--- config.mk ---
export PLATFORM = sky130hd
export DESIGN_NAME = ctr_route
export DESIGN_NICKNAME = d
export VERILOG_FILES = /design/src/rtl/ctr_route_pkg.sv /design/src/rtl/ctr_decade_prescaler.sv /design/src/rtl/ctr_sel_regs.sv /design/src/rtl/ctr_chan_route.sv /design/src/rtl/ctr_route.sv
export SDC_FILE = /design/constraint.sdc
export NUM_CORES = 1
export LEC_CHECK = 0
export ABC_AREA = 1
export BUFFER_PORTS_ARGS = -buffer_cell sky130_fd_sc_hd__buf_2
export CAP_MARGIN = 20
export CELL_PAD_IN_SITES_DETAIL_PLACEMENT = 2
export CELL_PAD_IN_SITES_GLOBAL_PLACEMENT = 2
export CORE_MARGIN = 2
export CORE_UTILIZATION = 31
export DETAILED_ROUTE_END_ITERATION = 12
export PLACE_DENSITY = 0.84
export SLEW_MARGIN = 20
export SYNTH_ARGS = -nofsm -noshare
export SYNTH_HDL_FRONTEND = slang
export SYNTH_SLANG_ARGS = --single-unit
--- constraint.sdc ---
create_clock -name clk -period 1.8 [get_ports clk]
set_clock_uncertainty 0.15 [all_clocks]
set_input_delay 0.18 -clock clk [delete_from_list [all_inputs] [get_ports clk]]
set_output_delay 0.18 -clock clk [all_outputs]
set_load 0.02 [all_outputs]
--- src/rtl/ctr_route_pkg.sv ---
package ctr_route_pkg;

  localparam int CH_PER_GRP = 3;
  localparam int CODE_W     = 3;
  localparam int NUM_TAPS   = 5;
  localparam int DECADE     = 10;

  typedef enum logic [CODE_W-1:0] {
    CK_PIN   = 3'd0,
    CK_TAP0  = 3'd1,
    CK_TAP1  = 3'd2,
    CK_TAP2  = 3'd3,
    CK_TAP3  = 3'd4,
    CK_TAP4  = 3'd5,
    CK_CHAIN = 3'd6,
    CK_GROUP = 3'd7
  } clk_sel_e;

  typedef enum logic [CODE_W-1:0] {
    GT_HIGH  = 3'd0,
    GT_LOW   = 3'd1,
    GT_PIN   = 3'd2,
    GT_INVPR = 3'd3
  } gate_sel_e;

  // Index of the channel whose output clocks channel idx (ring order).
  function automatic int chain_clk_src(input int idx, input int n_ch);
    return (idx + n_ch - 1) % n_ch;
  endfunction

  // Index of the channel whose inverted output gates channel idx.
  function automatic int chain_gate_src(input int idx, input int n_grp);
    int g;
    int c;
    g = idx / CH_PER_GRP;
    c = idx % CH_PER_GRP;
    if (c == CH_PER_GRP - 1)
      return g * CH_PER_GRP;
    return ((g + n_grp - 1) % n_grp) * CH_PER_GRP + c + 1;
  endfunction

endpackage

--- src/rtl/ctr_decade_prescaler.sv ---
module ctr_decade_prescaler #(
  parameter int PRE_DIV  = 2,
  parameter int NUM_TAPS = 5,
  parameter int DECADE   = 10
) (
  input  logic                clk,
  input  logic                rst,
  output logic [NUM_TAPS-1:0] tick
);

  localparam int PW = (PRE_DIV > 1) ? $clog2(PRE_DIV) : 1;
  localparam int DW = $clog2(DECADE);

  logic [PW-1:0] pre_cnt;
  logic          pre_wrap;

  assign pre_wrap = (pre_cnt == PW'(PRE_DIV - 1));

  always_ff @(posedge clk) begin
    if (rst) begin
      pre_cnt <= '0;
    end else if (pre_wrap) begin
      pre_cnt <= '0;
    end else begin
      pre_cnt <= pre_cnt + 1'b1;
    end
  end

  for (genvar k = 0; k < NUM_TAPS; k++) begin : g_stage
    logic stage_tick;

    if (k == 0) begin : g_first
      always_ff @(posedge clk) begin
        if (rst) stage_tick <= 1'b0;
        else     stage_tick <= pre_wrap;
      end
    end else begin : g_decade
      logic [DW-1:0] dec_cnt;
      logic          dec_last;

      assign dec_last = (dec_cnt == DW'(DECADE - 1));

      always_ff @(posedge clk) begin
        if (rst) begin
          dec_cnt    <= '0;
          stage_tick <= 1'b0;
        end else begin
          stage_tick <= tick[k-1] && dec_last;
          if (tick[k-1]) begin
            dec_cnt <= dec_last ? '0 : dec_cnt + 1'b1;
          end
        end
      end
    end

    assign tick[k] = stage_tick;
  end

endmodule

--- src/rtl/ctr_sel_regs.sv ---
module ctr_sel_regs #(
  parameter int NUM_CH = 6,
  parameter int CODE_W = 3,
  parameter int ADDR_W = 3
) (
  input  logic                           clk,
  input  logic                           rst,
  input  logic                           wr_en,
  input  logic [ADDR_W-1:0]              wr_addr,
  input  logic                           wr_field,
  input  logic [CODE_W-1:0]              wr_code,
  input  logic [ADDR_W-1:0]              rd_addr,
  output logic [CODE_W-1:0]              rd_clk_code,
  output logic [CODE_W-1:0]              rd_gate_code,
  output logic [NUM_CH-1:0][CODE_W-1:0]  clk_codes,
  output logic [NUM_CH-1:0][CODE_W-1:0]  gate_codes
);

  logic wr_in_range;
  logic rd_in_range;

  assign wr_in_range = ({1'b0, wr_addr} < (ADDR_W + 1)'(NUM_CH));
  assign rd_in_range = ({1'b0, rd_addr} < (ADDR_W + 1)'(NUM_CH));

  for (genvar i = 0; i < NUM_CH; i++) begin : g_chan
    logic hit;
    assign hit = wr_en && wr_in_range && (wr_addr == ADDR_W'(i));

    always_ff @(posedge clk) begin
      if (rst) begin
        clk_codes[i]  <= '0;
        gate_codes[i] <= '0;
      end else if (hit) begin
        if (wr_field) gate_codes[i] <= wr_code;
        else          clk_codes[i]  <= wr_code;
      end
    end
  end

  always_comb begin
    rd_clk_code  = '0;
    rd_gate_code = '0;
    if (rd_in_range) begin
      rd_clk_code  = clk_codes[rd_addr];
      rd_gate_code = gate_codes[rd_addr];
    end
  end

endmodule

--- src/rtl/ctr_chan_route.sv ---
module ctr_chan_route
  import ctr_route_pkg::*;
#(
  parameter int NUM_TAPS = 5
) (
  input  logic [CODE_W-1:0]   clk_code,
  input  logic [CODE_W-1:0]   gate_code,
  input  logic [NUM_TAPS-1:0] tick,
  input  logic                pin_clk,
  input  logic                pin_gate,
  input  logic                grp_clk,
  input  logic                chain_out,
  input  logic                partner_out,
  output logic                sel_clk,
  output logic                sel_gate,
  output logic                clk_oe,
  output logic                gate_oe
);

  always_comb begin
    unique case (clk_sel_e'(clk_code))
      CK_PIN:   sel_clk = pin_clk;
      CK_TAP0:  sel_clk = tick[0];
      CK_TAP1:  sel_clk = tick[1];
      CK_TAP2:  sel_clk = tick[2];
      CK_TAP3:  sel_clk = tick[3];
      CK_TAP4:  sel_clk = tick[4];
      CK_CHAIN: sel_clk = chain_out;
      CK_GROUP: sel_clk = grp_clk;
      default:  sel_clk = 1'b0;
    endcase
  end

  always_comb begin
    case (gate_code)
      GT_HIGH:  sel_gate = 1'b1;
      GT_LOW:   sel_gate = 1'b0;
      GT_PIN:   sel_gate = pin_gate;
      GT_INVPR: sel_gate = ~partner_out;
      default:  sel_gate = 1'b0;
    endcase
  end

  assign clk_oe  = (clk_code != CK_PIN);
  assign gate_oe = (gate_code != GT_PIN);

endmodule

--- src/rtl/ctr_route.sv ---
module ctr_route
  import ctr_route_pkg::*;
#(
  parameter int NUM_GRP = 2,
  parameter int PRE_DIV = 2,
  localparam int NUM_CH = NUM_GRP * CH_PER_GRP,
  localparam int ADDR_W = $clog2(NUM_CH)
) (
  input  logic              clk,
  input  logic              rst,
  input  logic              wr_en,
  input  logic [ADDR_W-1:0] wr_addr,
  input  logic              wr_field,
  input  logic [2:0]        wr_code,
  input  logic [ADDR_W-1:0] rd_addr,
  output logic [2:0]        rd_clk_code,
  output logic [2:0]        rd_gate_code,
  input  logic [NUM_CH-1:0] ext_clk_in,
  input  logic [NUM_CH-1:0] ext_gate_in,
  input  logic [NUM_GRP-1:0] grp_clk_in,
  input  logic [NUM_CH-1:0] ctr_out_in,
  output logic [NUM_CH-1:0] ctr_clk,
  output logic [NUM_CH-1:0] ctr_gate,
  output logic [NUM_CH-1:0] clk_pin_out,
  output logic [NUM_CH-1:0] clk_pin_oe,
  output logic [NUM_CH-1:0] gate_pin_out,
  output logic [NUM_CH-1:0] gate_pin_oe
);

  logic [NUM_TAPS-1:0]               tick;
  logic [NUM_CH-1:0][CODE_W-1:0]     clk_codes;
  logic [NUM_CH-1:0][CODE_W-1:0]     gate_codes;

  ctr_decade_prescaler #(
    .PRE_DIV (PRE_DIV),
    .NUM_TAPS(NUM_TAPS),
    .DECADE  (DECADE)
  ) u_prescale (
    .clk (clk),
    .rst (rst),
    .tick(tick)
  );

  ctr_sel_regs #(
    .NUM_CH(NUM_CH),
    .CODE_W(CODE_W),
    .ADDR_W(ADDR_W)
  ) u_regs (
    .clk         (clk),
    .rst         (rst),
    .wr_en       (wr_en),
    .wr_addr     (wr_addr),
    .wr_field    (wr_field),
    .wr_code     (wr_code),
    .rd_addr     (rd_addr),
    .rd_clk_code (rd_clk_code),
    .rd_gate_code(rd_gate_code),
    .clk_codes   (clk_codes),
    .gate_codes  (gate_codes)
  );

  for (genvar i = 0; i < NUM_CH; i++) begin : g_route
    localparam int CLK_SRC  = chain_clk_src(i, NUM_CH);
    localparam int GATE_SRC = chain_gate_src(i, NUM_GRP);
    localparam int GRP      = i / CH_PER_GRP;

    ctr_chan_route #(
      .NUM_TAPS(NUM_TAPS)
    ) u_chan (
      .clk_code   (clk_codes[i]),
      .gate_code  (gate_codes[i]),
      .tick       (tick),
      .pin_clk    (ext_clk_in[i]),
      .pin_gate   (ext_gate_in[i]),
      .grp_clk    (grp_clk_in[GRP]),
      .chain_out  (ctr_out_in[CLK_SRC]),
      .partner_out(ctr_out_in[GATE_SRC]),
      .sel_clk    (ctr_clk[i]),
      .sel_gate   (ctr_gate[i]),
      .clk_oe     (clk_pin_oe[i]),
      .gate_oe    (gate_pin_oe[i])
    );
  end

  assign clk_pin_out  = ctr_clk;
  assign gate_pin_out = ctr_gate;

endmodule

==> results of run 1 <==
[flip-flops by register name (all words and copies together) (netlist names)]
name and flops:
u_regs.clk_codes 18, u_regs.gate_codes 18, u_prescale.g_stage.g_decade.dec_cnt 16, u_prescale.g_stage.stage_tick 5, u_prescale.pre_cnt 1
[area by class of cell]
type | count | area [um^2] | area share, %
clock buffers | 12 | 256 | 6.10
multi-input cells | 394 | 1830 | 43.4
flip-flops and latches | 58 | 1210 | 28.7
clock inverters | 4 | 50.0 | 1.19
repair buffers | 81 | 434 | 10.3
inverters | 67 | 254 | 6.04
well taps | 143 | 179 | 4.25
[placed cells by master, fill, tap and decap left out, types with 8 or more instances in the layout]
master / count
a21oi_1: 41
buf_2: 71
buf_4: 9
clkbuf_16: 9
dfxtp_1: 38
dfxtp_2: 12
dfxtp_4: 8
inv_1: 59
nand2_1: 140
nand3_1: 93
nand4_1: 9
nor2_1: 51
nor3_1: 8
o21ai_0: 14
o21ai_1: 8
[kinds of logic after synthesis]
| kind of cell | after synthesis | synth area share, % |
|---|---|---|
| AND/OR/NAND/NOR | 318 | 38.8 |
| buffers and inverters | 127 | 17.5 |
| AO/OA/AOI/OAI | 76 | 11.4 |
| flip-flops | 58 | 32.3 |
[power by group]
part | switching [mW] | leakage [nW] | internal, mW
combinational | 0.293 | 1.23 | 0.132
sequential | 0.0226 | 0.481 | 1.29
clock | 0.627 | 0.145 | 1.14
[worst min-delay path, delay by kind of cell]
family / cells / cell delay [ns]
AOI/OAI and AO/OA: 1 / 0.08
and+or+nand+nor: 1 / 0.04
buffers and inverters: 2 / 0.17
[stage by stage]
step | power, mW | hold slack [ns] | instance area [um^2] | cells | TNS [ns]
global route | 3.63 | 0.0670 | 4210 | 759 | -0.164
floorplan | 1.65 | 0.194 | 3600 | 579 | 0
CTS | 3.55 | 0.0273 | 4140 | 758 | 0
finish | 3.51 | 0.0218 | 4210 | 759 | 0
detailed placement | 1.76 | 0.256 | 3810 | 742 | 0
global placement | 1.75 | 0.251 | 3810 | 742 | 0
[timing repair]
item | CTS | global route
setup buffers | 0 | 1
setup endpoints to repair | 14 | 21
gates cloned | 0 | 0
resized for setup | 18 | 37
pin swaps | 0 | 4
[layer usage]
layer	share of wire (%)	track usage, %
met1	41	25.0
met2	53	40.9
met3	3.5	3.92
met4	2.6	8.89
met5	0	0
[path summary, 6_finish.rpt]
path                                                                          endpoint  slack [ns]  cells after the start                                   startpoint
worst min register to register                           u_prescale.pre_cnt$_SDFF_PP0_        0.26                      1                u_prescale.pre_cnt$_SDFF_PP0_
worst max register to register  u_prescale.g_stage[4].g_decade.dec_cnt[3]$_SDFFE_PP0P_        0.45                      5  u_prescale.g_stage[3].stage_tick$_SDFF_PP0_
worst max-delay path                                                    rd_clk_code[0]        0.05                      5            u_regs.clk_codes[15]$_SDFFE_PP0P_
worst min-delay path            u_prescale.g_stage[1].g_decade.dec_cnt[0]$_SDFFE_PP0P_        0.02                      4                                          rst
==> run_results.csv, run 1 <==
group,metric,value,unit
outcome,status,"completed",
yosys,synth.distinct_cells,23,
clock_network,clockBufferDepth,2,
die,core,0.0114,mm^2
yosys,synth_top_area_share,32.3,%
sta,fmax,0.573,GHz
power_and_ir_drop,p_per_area,834,mW/mm^2
grt,antenna_found_initial,0,
die,rows,39,
finish,num_antenna_cells,0,
place,dp_hpwl,9840,um
power_and_ir_drop,power.leakage,1.85,nW
die,die_w,112,um
routing,final_antenna_net_count,0,
yosys,avgSynthCellArea,6.21,um^2
routing,wl_per_cell,17.9,um
place,gp_congestion,0.788,
place,dp_slack,0.218,ns
grt,grt_pass1_wl,21700,um
place,io_buffers,74,
yosys,synth_nets,612,
finish,drive_gt1_share,22.6,%
sta,fin_crit,1.75,ns
clock_network,cts-hold-fix-buffers,0,
clock_network,cts.sinks,58,
clock_network,cts_made_buffers,9,
setup_path,slowest_delay,0.38,ns
routing,wl,13600,um
setup_path,path_max_fanout,6,
setup_path,crit_required,1.47,ns
routing,post-route-drc-count,0,
die,start_util,31.6,%
routing,drt_first_iter_violations,115,
yosys,synth_area_leader_cell,"dfxtp_1",
finish,fin_nets,644,
yosys,yosysMostFrequentCell,"nand2_1",
power_and_ir_drop,peakVddDrop,0.000700,V
setup_path,end_kind,"output pin",
sta,worst_pin_slew,0.442,ns
sta,finalSetupViolCount,0,
finish,area_growth_syn_to_layout,17.0,%
setup_path,critPathBufInv,2,
grt,grt_start_max_net_pins,38,
yosys,synthTopCellsByArea,"dfxtp_1 32%, nand2_1 15%, nand3_1 13%, buf_4 7.5%, inv_1 6.9%",
clock_network,clockRootBuffer,"clkbuf_16",
yosys,ys_async_sr_fraction,0,%
clock_network,clk_latency,0.34,ns
clock_network,cts.clk_slew.worst_paths,0.05,ns
yosys,synth_area,0.00360,mm^2
die,die_h,112,um
run,max_cap_violations,0,
routing,drt_pass1_iterations,4,
yosys,synthesis.instances,579,
routing,post_drt_via_cell_ratio,5.22,
sta,hold_viol,0,
yosys,synth_seq_area_share,32.3,%
setup_path,cp_cell_sequence,"inv_1 -> nand2_1 -> o211ai_1 -> o21ai_0 -> buf_2",
sta,drv_slew,0,
setup_path,cp-start-kind,"flop",
yosys,ys.flop_type,"dfxtp_1",
yosys,synth_edf_count,0,
finish,post-route-util,37.0,%
routing,vias,3963,
setup_path,crit_type,"flop to output pin",
sta,period_share,97.0,%
die,ios,75,
grt,grt_usage,22.1,%
setup_path,cp_top_family,"flip-flops",
yosys,synthTopCellsByCount,"144 x nand2_1, 93 x nand3_1, 66 x inv_1",
min_path,hp-class,"primary input to flop",
finish,fillers,1425,
sta,postLayoutSetupSlackWorst,0.0538,ns
die,die_area,0.0125,mm^2
clock_network,htreeDepth,3,
setup_path,crit_arrival,1.42,ns
yosys,synth_warnings,0,
clock_network,cts_tree,"built",
grt,overflow,0,
sta,slew_headroom,70.5,%
yosys,ys_seq_elements,58,
setup_path,crit_slowest_cell,"dfxtp_2",
grt,grt_pass1_vias,4273,
(Power assumes the default switching activity.)
==> run 2: changes to the inputs <==
- clock period: 1.8 -> 2.25 ns (I/O delays scaled with it)
==> run 2 against run 1 <==
Sequential share of layout area down 0.18 points. Critical path type unchanged. Non-clock buffer count decreased by 3. Critical endpoint is now ctr_clk[1]. Routed wire length down 3.2%. Largest power group unchanged. Flip-flop and latch count is the same. Total power shrank 22%. Highest routed layer unchanged. Die area did not move.
==> run_results.csv, run 2 (same netlist as run 1, synthesis figures left out) <==
group,metric,value,unit
finish,fillers,1429,
clock_network,clockRootBuffer,"clkbuf_16",
routing,post-route-drc-count,0,
finish,top_regs,"u_regs.clk_codes (18), u_regs.gate_codes (18), u_prescale.g_stage.g_decade.dec_cnt (16)",
setup_path,crit_slowest_cell,"dfxtp_1",
finish,drive_gt1_share,16.0,%
setup_path,startpoint,"u_regs.clk_codes[4]$_SDFFE_PP0P_",
clock_network,cts.sinks,58,
setup_path,reg2regPathDepth,5,
finish,seqCellArea,0.00116,mm^2
grt,grt_usage,21.9,%
die,die_h,112,um
routing,vias,3924,
sta,fin_crit,1.94,ns
setup_path,crit_required,1.88,ns
place,gp_congestion,0.843,
routing,wl_per_cell,17.4,um
grt,antenna_found_initial,0,
clock_network,cts_resized,0,
finish,fin_nets,641,
die,start_util,31.6,%
sta,finalSetupViolCount,0,
power_and_ir_drop,power.leakage,1.81,nW
place,io_buffers,74,
setup_path,crit_top_cell,"nand2_1",
sta,setup_tns,0,ns
routing,wl_met3,466,um
routing,wl,13200,um
sta,rsz0062_at_grt,"false",
sta,drv_slew,0,
sta,period_share,86.4,%
finish,layout_common_cells,"144 x nand2_1, 93 x nand3_1, 74 x buf_2, 66 x inv_1, 58 x dfxtp_1",
sta,hold_viol,0,
setup_path,crit_arrival,1.57,ns
routing,final_antenna_net_count,0,
grt,grt_pass1_wl,21600,um
clock_network,cts_tree,"built",
clock_network,clk_latency,0.33,ns
setup_path,path_max_fanout,6,
routing,post_drt_via_cell_ratio,5.19,
place,dp_hpwl,9690,um
die,die_area,0.0125,mm^2
run,max_cap_violations,0,
clock_network,post_cts_buffers,0,
routing,drt_first_iter_violations,156,
setup_path,cp_top_family,"simple AND/OR/NAND/NOR gates",
setup_path,cp.depth,8,
setup_path,cp_cell_sequence,"inv_1 -> nand2_1 -> nor2_1 -> nor2_1 -> nand2_1 -> nand2_1 -> nand2_1 -> buf_2",
routing,route.met2.wl,6980,um
finish,final_area,0.00408,mm^2
setup_path,worstSetupEndpoint,"ctr_clk[1]",
setup_path,cp-start-kind,"flop",
clock_network,cts.clk_slew.worst_paths,0.05,ns
sta,fmax,0.515,GHz
finish,multi_input_area,0.00180,mm^2
place,placed_cell_area,0.00380,mm^2
setup_path,r2r-start,"u_prescale.g_stage[3].stage_tick$_SDFF_PP0_",
min_path,hp-class,"primary input to flop",
setup_path,crit_type,"flop to output pin",
grt,grt_start_max_net_pins,38,
setup_path,reg2reg_to,"u_prescale.g_stage[4].g_decade.dec_cnt[3]$_SDFFE_PP0P_",
finish,area_growth_syn_to_layout,13.4,%
routing,top_layer_used,"met4",
die,rows,39,
setup_path,end_kind,"output pin",
clock_network,cts-hold-fix-buffers,0,
finish,layout_commonest_cell,"nand2_1",
sta,slew_headroom,48.4,%
clock_network,cts_made_buffers,9,
routing,m1WireLength,5480,um
die,die_w,112,um
finish,num_antenna_cells,0,
power_and_ir_drop,peakVddDrop,0.000511,V
grt,overflow,0,
setup_path,rrSetupSlack,0.68,ns
outcome,status,"completed",
power_and_ir_drop,fin_total_pwr,2.72,mW
die,core,0.0114,mm^2
sta,worst_pin_slew,0.773,ns
setup_path,critPathBufInv,2,
die,ios,75,
clock_network,htreeDepth,3,
grt,grt_pass1_vias,4154,
routing,drt_pass1_iterations,4,
clock_network,clockBufferDepth,2,
setup_path,slowest_delay,0.43,ns
power_and_ir_drop,p_per_area,668,mW/mm^2
==> run 2: cell count changes in the layout (fill, tap and decap cells not counted), sizes merged <==
cell,delta
clkbuf,+1
clkinv,+1
buf,-3
clkinvlp,-2
==> run 2: worst min path at each step <==
stage / start / to / cells after the start
final: wr_code[1] / u_regs.clk_codes[7]$_SDFFE_PP0P_ / 3
after global placement: u_prescale.pre_cnt$_SDFF_PP0_ / u_prescale.pre_cnt$_SDFF_PP0_ / 1
after CTS: wr_code[1] / u_regs.clk_codes[7]$_SDFFE_PP0P_ / 3
after detailed placement: u_prescale.pre_cnt$_SDFF_PP0_ / u_prescale.pre_cnt$_SDFF_PP0_ / 1
after global routing: wr_code[2] / u_regs.gate_codes[11]$_SDFFE_PP0P_ / 3
after floorplan: wr_code[0] / u_regs.clk_codes[6]$_SDFFE_PP0P_ / 2
==> run 2: area by class of cell <==
cell class | instances | share of cell area [%]
well taps | 143 | 4.39
clock inverters | 3 | 0.982
flip-flops and latches | 58 | 28.5
repair buffers | 78 | 9.82
clock buffers | 13 | 5.89
inverters | 67 | 6.17
multi-input cells | 394 | 44.3
==> run 2: through the flow <==
stage | hold WS [ns] | setup slack [ns] | utilization (%) | std cells
floorplan | 0.239 | 0.735 | - | 579
global placement | 0.249 | 0.701 | 33.4 | 740
detailed placement | 0.261 | 0.641 | 33.4 | 740
CTS | 0.166 | 0.289 | 35.9 | 756
global route | 0.201 | 0.190 | 35.9 | 756
finish | 0.185 | 0.307 | 35.9 | 756
==> run 2: worst reg2reg max path, cell delays in order, from the launching register on <==
cell and delay [ns]:
dfxtp_1 0.58, nand2_1 0.18, nor2_1 0.31, nand3_1 0.11, nand3_1 0.09, nor2_1 0.05
==> run 2: routing by layer <==
metal,track usage [%],vias to the layer above
li1,-,1899
met1,24.9,1930
met2,40.6,79
met3,4.52,16
met4,7.24,0
met5,0,-
==> run 2: report_power, final <==
| group | internal (mW) | leakage, nW | switching, mW | total, mW |
|---|---|---|---|---|
| Clock | 0.854 | 0.138 | 0.482 | 1.34 |
| Combinational | 0.0981 | 1.20 | 0.230 | 0.328 |
| Sequential | 1.04 | 0.469 | 0.0174 | 1.06 |
| Total | 1.99 | 1.81 | 0.729 | 2.72 |
